## src/rtl/smb_pkg.sv

```systemverilog
package smb_pkg;
  typedef enum logic [2:0] {
    RG_NONE = 3'd0,
    RG_WIN  = 3'd1,
    RG_MBOX = 3'd2,
    RG_BANK = 3'd3,
    RG_ROM  = 3'd4
  } smb_region_e;

  typedef enum logic [1:0] {
    SRC_SRAM = 2'd0,
    SRC_ROM  = 2'd1,
    SRC_HOLD = 2'd2
  } smb_src_e;
endpackage

```

## src/rtl/smb_addr_decode.sv

```systemverilog
module smb_addr_decode
  import smb_pkg::*;
#(
  parameter int unsigned AW        = 16,
  parameter int unsigned WIN_BASE  = 32'h1000,
  parameter int unsigned WIN_AW    = 10,
  parameter int unsigned MBOX_BASE = 32'h1401,
  parameter int unsigned N_MBOX    = 3,
  parameter int unsigned IDX_W     = 2,
  parameter bit          HAS_BANK  = 1'b1,
  parameter int unsigned BANK_ADDR = 32'h1600,
  parameter bit          HAS_ROM   = 1'b1,
  parameter int unsigned ROM_BASE  = 32'h2000,
  parameter int unsigned ROM_AW    = 13
) (
  input  logic [AW-1:0]    addr,
  output smb_region_e      region,
  output logic [IDX_W-1:0] mbox_idx
);
  localparam int unsigned WIN_END  = WIN_BASE + (32'd1 << WIN_AW);
  localparam int unsigned MBOX_END = MBOX_BASE + N_MBOX;

  logic [31:0] a32;
  logic        win_hit, mbox_hit, bank_hit, rom_hit;

  assign a32      = 32'(addr);
  assign win_hit  = (a32 >= WIN_BASE) && (a32 < WIN_END);
  assign mbox_hit = (a32 >= MBOX_BASE) && (a32 < MBOX_END);
  assign mbox_idx = IDX_W'(a32 - MBOX_BASE);

  generate
    if (HAS_BANK) begin : g_bank
      assign bank_hit = (a32 == BANK_ADDR);
    end else begin : g_no_bank
      assign bank_hit = 1'b0;
    end
    if (HAS_ROM) begin : g_rom
      localparam int unsigned ROM_END = ROM_BASE + (32'd1 << ROM_AW);
      assign rom_hit = (a32 >= ROM_BASE) && (a32 < ROM_END);
    end else begin : g_no_rom
      assign rom_hit = 1'b0;
    end
  endgenerate

  always_comb begin
    if (win_hit)       region = RG_WIN;
    else if (mbox_hit) region = RG_MBOX;
    else if (bank_hit) region = RG_BANK;
    else if (rom_hit)  region = RG_ROM;
    else               region = RG_NONE;
  end
endmodule

```

## src/rtl/smb_mailbox.sv

```systemverilog
module smb_mailbox #(
  parameter int unsigned DW     = 8,
  parameter int unsigned N_MBOX = 3,
  parameter int unsigned IDX_W  = 2
) (
  input  logic                       clk,
  input  logic                       rst_n,
  input  logic                       l_we,
  input  logic [IDX_W-1:0]           l_idx,
  input  logic [DW-1:0]              l_wdata,
  input  logic                       h_we,
  input  logic [IDX_W-1:0]           h_idx,
  input  logic [DW-1:0]              h_wdata,
  output logic [N_MBOX-1:0][DW-1:0]  q
);
  generate
    for (genvar k = 0; k < N_MBOX; k++) begin : g_byte
      logic l_hit, h_hit;
      assign l_hit = l_we && (l_idx == IDX_W'(k));
      assign h_hit = h_we && (h_idx == IDX_W'(k));
      always_ff @(posedge clk) begin
        if (!rst_n)     q[k] <= '0;
        else if (h_hit) q[k] <= h_wdata;
        else if (l_hit) q[k] <= l_wdata;
      end
    end
  endgenerate
endmodule

```

## src/rtl/smb_bank_reg.sv

```systemverilog
module smb_bank_reg #(
  parameter int unsigned    DW       = 8,
  parameter int unsigned    BANK_W   = 3,
  parameter logic [DW-1:0]  BANK_KEY = 8'hF0
) (
  input  logic              clk,
  input  logic              rst_n,
  input  logic              we,
  input  logic [DW-1:0]     wdata,
  output logic [BANK_W-1:0] bank,
  output logic [DW-1:0]     readback
);
  localparam logic [DW-BANK_W-1:0] KEY_HI = BANK_KEY[DW-1:BANK_W];

  logic key_ok;
  assign key_ok   = (wdata[DW-1:BANK_W] == KEY_HI);
  assign readback = {KEY_HI, bank};

  always_ff @(posedge clk) begin
    if (!rst_n)            bank <= '0;
    else if (we && key_ok) bank <= wdata[BANK_W-1:0];
  end
endmodule

```

## src/rtl/smb_rsp_port.sv

```systemverilog
module smb_rsp_port
  import smb_pkg::*;
#(
  parameter int unsigned DW = 8
) (
  input  logic          clk,
  input  logic          rst_n,
  input  logic          rd_acc,
  input  smb_src_e      src,
  input  logic [DW-1:0] hold_data,
  input  logic [DW-1:0] sram_rdata,
  input  logic [DW-1:0] rom_rdata,
  output logic          rsp_valid,
  output logic [DW-1:0] rsp_data
);
  smb_src_e      src_q;
  logic [DW-1:0] hold_q;

  always_ff @(posedge clk) begin
    if (!rst_n) begin
      rsp_valid <= 1'b0;
      src_q     <= SRC_HOLD;
      hold_q    <= '1;
    end else begin
      rsp_valid <= rd_acc;
      if (rd_acc) begin
        src_q  <= src;
        hold_q <= hold_data;
      end
    end
  end

  always_comb begin
    unique case (src_q)
      SRC_SRAM: rsp_data = sram_rdata;
      SRC_ROM:  rsp_data = rom_rdata;
      default:  rsp_data = hold_q;
    endcase
  end
endmodule

```

## src/rtl/shmem_mbox_bridge.sv

```systemverilog
module shmem_mbox_bridge
  import smb_pkg::*;
#(
  parameter int unsigned   DW            = 8,
  parameter int unsigned   LCL_AW        = 16,
  parameter int unsigned   HST_AW        = 11,
  parameter int unsigned   WIN_AW        = 10,
  parameter int unsigned   BANK_W        = 3,
  parameter int unsigned   N_MBOX        = 3,
  parameter int unsigned   ROM_AW        = 13,
  parameter int unsigned   LCL_WIN_BASE  = 32'h1000,
  parameter int unsigned   LCL_MBOX_BASE = 32'h1401,
  parameter int unsigned   LCL_BANK_ADDR = 32'h1600,
  parameter int unsigned   LCL_ROM_BASE  = 32'h2000,
  parameter int unsigned   HST_MBOX_BASE = 32'h401,
  parameter logic [DW-1:0] BANK_KEY      = 8'hF0,
  localparam int unsigned  SRAM_AW       = WIN_AW + BANK_W
) (
  input  logic               clk,
  input  logic               rst_n,
  input  logic               lcl_req_valid,
  output logic               lcl_req_ready,
  input  logic               lcl_req_we,
  input  logic [LCL_AW-1:0]  lcl_req_addr,
  input  logic [DW-1:0]      lcl_req_wdata,
  output logic               lcl_rsp_valid,
  output logic [DW-1:0]      lcl_rsp_data,
  input  logic               hst_req_valid,
  output logic               hst_req_ready,
  input  logic               hst_req_we,
  input  logic [HST_AW-1:0]  hst_req_addr,
  input  logic [DW-1:0]      hst_req_wdata,
  output logic               hst_rsp_valid,
  output logic [DW-1:0]      hst_rsp_data,
  input  logic               hst_mbox_block,
  output logic               sram_en,
  output logic               sram_we,
  output logic [SRAM_AW-1:0] sram_addr,
  output logic [DW-1:0]      sram_wdata,
  input  logic [DW-1:0]      sram_rdata,
  output logic               rom_en,
  output logic [ROM_AW-1:0]  rom_addr,
  input  logic [DW-1:0]      rom_rdata
);
  localparam int unsigned IDX_W = (N_MBOX > 1) ? $clog2(N_MBOX) : 1;

  smb_region_e               l_rg, h_rg;
  logic [IDX_W-1:0]          l_idx, h_idx;
  logic [BANK_W-1:0]         bank_sel;
  logic [DW-1:0]             bank_rb;
  logic [N_MBOX-1:0][DW-1:0] mbox_q;
  logic                      l_win, h_win, l_acc, h_acc;
  logic                      l_mbox_we, h_mbox_we, bank_we;
  logic [DW-1:0]             l_mbox_rd, h_mbox_rd, l_hold, h_hold;
  smb_src_e                  l_src, h_src;

  smb_addr_decode #(
    .AW(LCL_AW), .WIN_BASE(LCL_WIN_BASE), .WIN_AW(WIN_AW),
    .MBOX_BASE(LCL_MBOX_BASE), .N_MBOX(N_MBOX), .IDX_W(IDX_W),
    .HAS_BANK(1'b1), .BANK_ADDR(LCL_BANK_ADDR),
    .HAS_ROM(1'b1), .ROM_BASE(LCL_ROM_BASE), .ROM_AW(ROM_AW)
  ) u_lcl_dec (
    .addr(lcl_req_addr), .region(l_rg), .mbox_idx(l_idx)
  );

  smb_addr_decode #(
    .AW(HST_AW), .WIN_BASE(32'h0), .WIN_AW(WIN_AW),
    .MBOX_BASE(HST_MBOX_BASE), .N_MBOX(N_MBOX), .IDX_W(IDX_W),
    .HAS_BANK(1'b0), .BANK_ADDR(32'h0),
    .HAS_ROM(1'b0), .ROM_BASE(32'h0), .ROM_AW(ROM_AW)
  ) u_hst_dec (
    .addr(hst_req_addr), .region(h_rg), .mbox_idx(h_idx)
  );

  // Window arbitration: the host always takes the single SRAM port.
  assign l_win         = lcl_req_valid && (l_rg == RG_WIN);
  assign h_win         = hst_req_valid && (h_rg == RG_WIN);
  assign lcl_req_ready = !(l_win && h_win);
  assign hst_req_ready = 1'b1;
  assign l_acc         = lcl_req_valid && lcl_req_ready;
  assign h_acc         = hst_req_valid;

  always_comb begin
    sram_en    = 1'b0;
    sram_we    = 1'b0;
    sram_addr  = '0;
    sram_wdata = '0;
    if (h_win) begin
      sram_en    = 1'b1;
      sram_we    = hst_req_we;
      sram_addr  = {bank_sel, hst_req_addr[WIN_AW-1:0]};
      sram_wdata = hst_req_wdata;
    end else if (l_win) begin
      sram_en    = 1'b1;
      sram_we    = lcl_req_we;
      sram_addr  = {bank_sel, lcl_req_addr[WIN_AW-1:0]};
      sram_wdata = lcl_req_wdata;
    end
  end

  assign rom_en   = l_acc && !lcl_req_we && (l_rg == RG_ROM);
  assign rom_addr = lcl_req_addr[ROM_AW-1:0];

  assign bank_we   = l_acc && lcl_req_we && (l_rg == RG_BANK);
  assign l_mbox_we = l_acc && lcl_req_we && (l_rg == RG_MBOX);
  assign h_mbox_we = h_acc && hst_req_we && (h_rg == RG_MBOX) && !hst_mbox_block;

  smb_bank_reg #(.DW(DW), .BANK_W(BANK_W), .BANK_KEY(BANK_KEY)) u_bank (
    .clk(clk), .rst_n(rst_n), .we(bank_we), .wdata(lcl_req_wdata),
    .bank(bank_sel), .readback(bank_rb)
  );

  smb_mailbox #(.DW(DW), .N_MBOX(N_MBOX), .IDX_W(IDX_W)) u_mbox (
    .clk(clk), .rst_n(rst_n),
    .l_we(l_mbox_we), .l_idx(l_idx), .l_wdata(lcl_req_wdata),
    .h_we(h_mbox_we), .h_idx(h_idx), .h_wdata(hst_req_wdata),
    .q(mbox_q)
  );

  always_comb begin
    l_mbox_rd = '1;
    h_mbox_rd = '1;
    for (int k = 0; k < N_MBOX; k++) begin
      if (l_idx == IDX_W'(k)) l_mbox_rd = mbox_q[k];
      if (h_idx == IDX_W'(k)) h_mbox_rd = mbox_q[k];
    end
  end

  always_comb begin
    l_src  = SRC_HOLD;
    l_hold = '1;
    unique case (l_rg)
      RG_WIN:  l_src  = SRC_SRAM;
      RG_ROM:  l_src  = SRC_ROM;
      RG_MBOX: l_hold = l_mbox_rd;
      RG_BANK: l_hold = bank_rb;
      default: l_hold = '1;
    endcase
  end

  always_comb begin
    h_src  = SRC_HOLD;
    h_hold = '1;
    if (h_rg == RG_WIN)                         h_src  = SRC_SRAM;
    else if (h_rg == RG_MBOX && !hst_mbox_block) h_hold = h_mbox_rd;
  end

  smb_rsp_port #(.DW(DW)) u_lcl_rsp (
    .clk(clk), .rst_n(rst_n), .rd_acc(l_acc && !lcl_req_we),
    .src(l_src), .hold_data(l_hold),
    .sram_rdata(sram_rdata), .rom_rdata(rom_rdata),
    .rsp_valid(lcl_rsp_valid), .rsp_data(lcl_rsp_data)
  );

  smb_rsp_port #(.DW(DW)) u_hst_rsp (
    .clk(clk), .rst_n(rst_n), .rd_acc(h_acc && !hst_req_we),
    .src(h_src), .hold_data(h_hold),
    .sram_rdata(sram_rdata), .rom_rdata(rom_rdata),
    .rsp_valid(hst_rsp_valid), .rsp_data(hst_rsp_data)
  );
endmodule

```

## config.mk

```make
export PLATFORM = sky130hd
export DESIGN_NAME = shmem_mbox_bridge
export DESIGN_NICKNAME = d
export VERILOG_FILES = /design/src/rtl/smb_pkg.sv /design/src/rtl/smb_addr_decode.sv /design/src/rtl/smb_mailbox.sv /design/src/rtl/smb_bank_reg.sv /design/src/rtl/smb_rsp_port.sv /design/src/rtl/shmem_mbox_bridge.sv
export SDC_FILE = /design/constraint.sdc
export NUM_CORES = 1
export LEC_CHECK = 0
export BUFFER_PORTS_ARGS = -buffer_cell sky130_fd_sc_hd__clkbuf_2
export CAP_MARGIN = 25
export CELL_PAD_IN_SITES_DETAIL_PLACEMENT = 0
export CELL_PAD_IN_SITES_GLOBAL_PLACEMENT = 1
export CORE_AREA = 2 2 119 86
export DETAILED_ROUTE_END_ITERATION = 8
export DIE_AREA = 0 0 121 88
export PLACE_DENSITY = 0.83
export SETUP_SLACK_MARGIN = 0.5
export SLEW_MARGIN = 0
export SYNTH_ARGS = -nofsm -noshare
export SYNTH_HDL_FRONTEND = slang
export SYNTH_SLANG_ARGS = --single-unit
```

## constraint.sdc

```tcl
create_clock -name clk -period 3 [get_ports clk]
set_clock_uncertainty 0.2 [all_clocks]
set_input_delay 0.6 -clock clk [delete_from_list [all_inputs] [get_ports clk]]
set_output_delay 0.6 -clock clk [all_outputs]
set_load 0.01 [all_outputs]
```

==> metrics <==
number of rows created at floorplan=30; post-synthesis sequential element count=48; most used cell along the critical path=nand2_4; leakage power figure=between 1.5 and 2 nW; Main synth FF type=dfxtp_1; sequential share of power=around 41%; asr flop ratio synth=0%; count of hold buffers inserted by post-cts repair=0; filler-free cell count of the finished design=662; unrepaired setup endpoints after global routing=true; share of the cycle needed by the critical path after routing=a little over nine tenths; area share of the leading cell type in the synthesized netlist=just over 30%; Vias per Instance=roughly 5.2; die extent in y=between 80 and 90 um; total number of nets in the final design=599; clock latency on the worst-skew pair=a little under 0.3 ns; CP Cell Sequence=buf_8, or4b_4, nor3_4, nand2_4, buf_12, nand2_4, and2_4, clkbuf_2; I/O Pins=123; GRT Residual Overflow=0; kind of critical path=in -> out; pwr dens=around 350 mW/mm^2; global-route wire length before repair=17000 um; nature of the critical path endpoint=primary output; combinational power share=a little under a fifth; synthesized instance count=around 420; slack of the worst reg-to-reg path=roughly 1.7 ns; final-report max-slew violation count=0; worst setup slack before clock tree synthesis=0.120 ns; wire length per cell=around 17 um; CTS root buf=clkbuf_16; Final Routed Wirelength=roughly 11000 um; TritonCTS clock tree=built; maximum number of pins on one net before global-route repair=28; length of the first detailed-routing pass in iterations=5; cell family with the largest share of critical-path delay=simple AND/OR/NAND/NOR gates; antenna cells=0; unique cell type count in the Yosys netlist=around 40; run status=finished clean; Hold Crit Class=reg -> reg; Worst IR Drop VDD=roughly 240 uV; DRC violation total after the first TritonRoute iteration=around 210; P_int=between 0.001 and 0.0015 W; Switching Share=a little over a quarter; number of buffers and inverters on the critical path=3; total negative slack=0 ns; maximum fanout along the worst path=10; fin crit period=2.85 ns; total cell area at the placement stage=around 0.004 mm^2; total global-route track usage=20.4%; floorplan core area=approximately 0.0095 mm^2; clock buffer count from CTS=5; most area-consuming cells after synthesis=dfxtp_1 (31%), mux2i_1 (15%), o21ai_0 (8.1%); die area=around 0.011 mm^2; filler cell count in the final layout=945; Clock power frac=between 40% and 50%; cell taking the most area after synthesis=dfxtp_1; Final setup violation count=0; layout overhead on the synthesized area=42.2%; MaxCap Viol Count=0; IO buf count=between 100 and 150; half-perimeter wire length after placement=a little over 8000 um; NetSw=0.000423 W; share of synthesized area occupied by flip-flops and latches=a little under a third; width of the chip=121 um; EDFF count, synth=0; Critical Path Slowest Stage Cell=or4b_4; number of global-route vias before repair=approximately 3100; yosys synthesis warning count=0; clock-pin slew of the registers on the worst-case setup and hold paths=0.07 ns; deepest clock path buffer count=2; Critical Path Source Type=primary input; critical path's largest stage delay=between 0.5 and 0.6 ns; data arrival time of the worst path=about 2.1 ns; smallest setup slack after layout=about 0.15 ns; nets in the synthesized netlist=slightly below 500; proportion of layout cells with a drive suffix above 1=about two fifths; vias after detailed routing=between 3000 and 4000; antenna violations before repair=0; # placed instances=around 640; final antenna-violating net count=0; Final Wtd Congestion=roughly 0.89; Cell Area, Synth=~0.0031 mm^2; total clock sinks=48; Fmax achieved=0.350 GHz; DRC=0; initial core utilization=about 33%; final design area excluding fillers=0.00448 mm^2; Max-slew headroom=between 50% and 60%; total number of H-tree levels=2; Hold Violations, Final=0; Worst Tran Pin Value=0.660 ns; mean instance size in the synthesized netlist=about 7.6 um^2; critical path data required time=~2.2 ns
-- layout make-up --
cell class | instances | area, um^2 | area share (%)
clock inverter | 3 | 42.5 | 0.951
inverter | 7 | 26.3 | 0.587
sequential | 48 | 961 | 21.5
timing repair buffer | 151 | 945 | 21.1
multi-input combinational | 320 | 2220 | 49.5
clock buffer | 5 | 125 | 2.80
tap | 128 | 160 | 3.58
-- state kept, by name, summed over array words and instances (netlist names) --
signal               count
u_hst_rsp.rsp_valid      1
u_hst_rsp.hold_q         8
u_lcl_rsp.rsp_valid      1
u_mbox.q                24
u_hst_rsp.src_q          1
u_lcl_rsp.hold_q         8
u_bank.bank              3
u_lcl_rsp.src_q          2
-- cell families after synthesis --
family                    Yosys count  share of synthesized area (%)
AOI/OAI and AO/OA                 120                           21.0
other                               1                          0.119
xor gates and xnor gates            1                          0.278
and+or+nand+nor                   142                           22.5
muxes                              56                           18.1
buffers and inverters              47                           7.47
DFF                                48                           30.5
-- final timing paths --
kind | start | end | cells past startpoint
max | lcl_req_addr[13] | sram_addr[12] | 8
min | u_lcl_rsp.hold_q[7] | u_lcl_rsp.hold_q[7] | 2
max reg2reg | u_mbox.q[5] | u_lcl_rsp.hold_q[5] | 4
min reg2reg | u_lcl_rsp.hold_q[7] | u_lcl_rsp.hold_q[7] | 2
-- cells in the mapped netlist (2+ instances only) --
cell type,instances
nand2_1,65
o21ai_0,51
dfxtp_1,48
mux2i_1,48
a21oi_1,41
nor2_1,24
clkbuf_1,22
buf_4,15
o22ai_1,10
nor2b_1,9
mux2_2,8
and2_1,7
inv_1,7
nand4_1,7
a22oi_1,5
nor3_1,5
nand3_1,4
nor4_1,4
o211ai_1,4
nand2b_1,3
or4_1,3
a311oi_1,2
and3_1,2
buf_2,2
nor4_4,2
o21a_1,2
-- power groups by stage --
stage,clock (W),combinational (W),sequential (W)
after floorplan,0,0.000159,0.000658
after global placement,0,0.000276,0.000663
after CTS,0.000646,0.000291,0.000649
after global routing,0.000669,0.000324,0.000650
after detailed placement,0,0.000281,0.000664
final,0.000632,0.000299,0.000649
-- timing repair --
action,4_1_cts,5_1_grt
resized for setup,13,36
cloned,1,0
pin swaps,1,9
hold endpoints to repair,0,0
endpoints found under the setup margin,35,56
setup buffers,7,4
-- metrics by stage --
step	power (W)	utilization (%)	hold slack, ns
after global routing	0.00164	47.1	0.322
after detailed placement	0.000945	42.6	0.271
after CTS	0.00159	46.0	0.280
after floorplan	0.000818	-	0.243
final	0.00158	47.1	0.290
after global placement	0.000939	42.6	0.263
-- cell usage in the layout, fill, tap and decap left out, types with 7 or more instances in the layout --
cell type and n:
nand4_1 7, o21ai_4 9, buf_2 13, clkbuf_2 105, buf_4 17, a21oi_1 40
nor2_1 22, o22ai_1 10, buf_6 11, mux2i_1 47, o21ai_0 37, dfxtp_1 48
nor2b_1 9, mux2_2 8, inv_1 7, nand2_1 62
-- metal layers --
layer  GRT usage, %  up-vias  share of wire [%]
met5              0        -                  0
met4           4.12        0               0.71
met3           3.26        7                7.2
met2           32.1      113                 45
met1           29.5     1591                 48
li1               -     1712                  -
-- tightest hold or removal path: cells and delay by family (launching register included) --
kind	cells	cell delay (ns)
flip-flops	1	0.33
AO/OA/AOI/OAI	1	0.07
AND/OR/NAND/NOR	1	0.05
No activity file was read; power rests on OpenSTA's default activity.
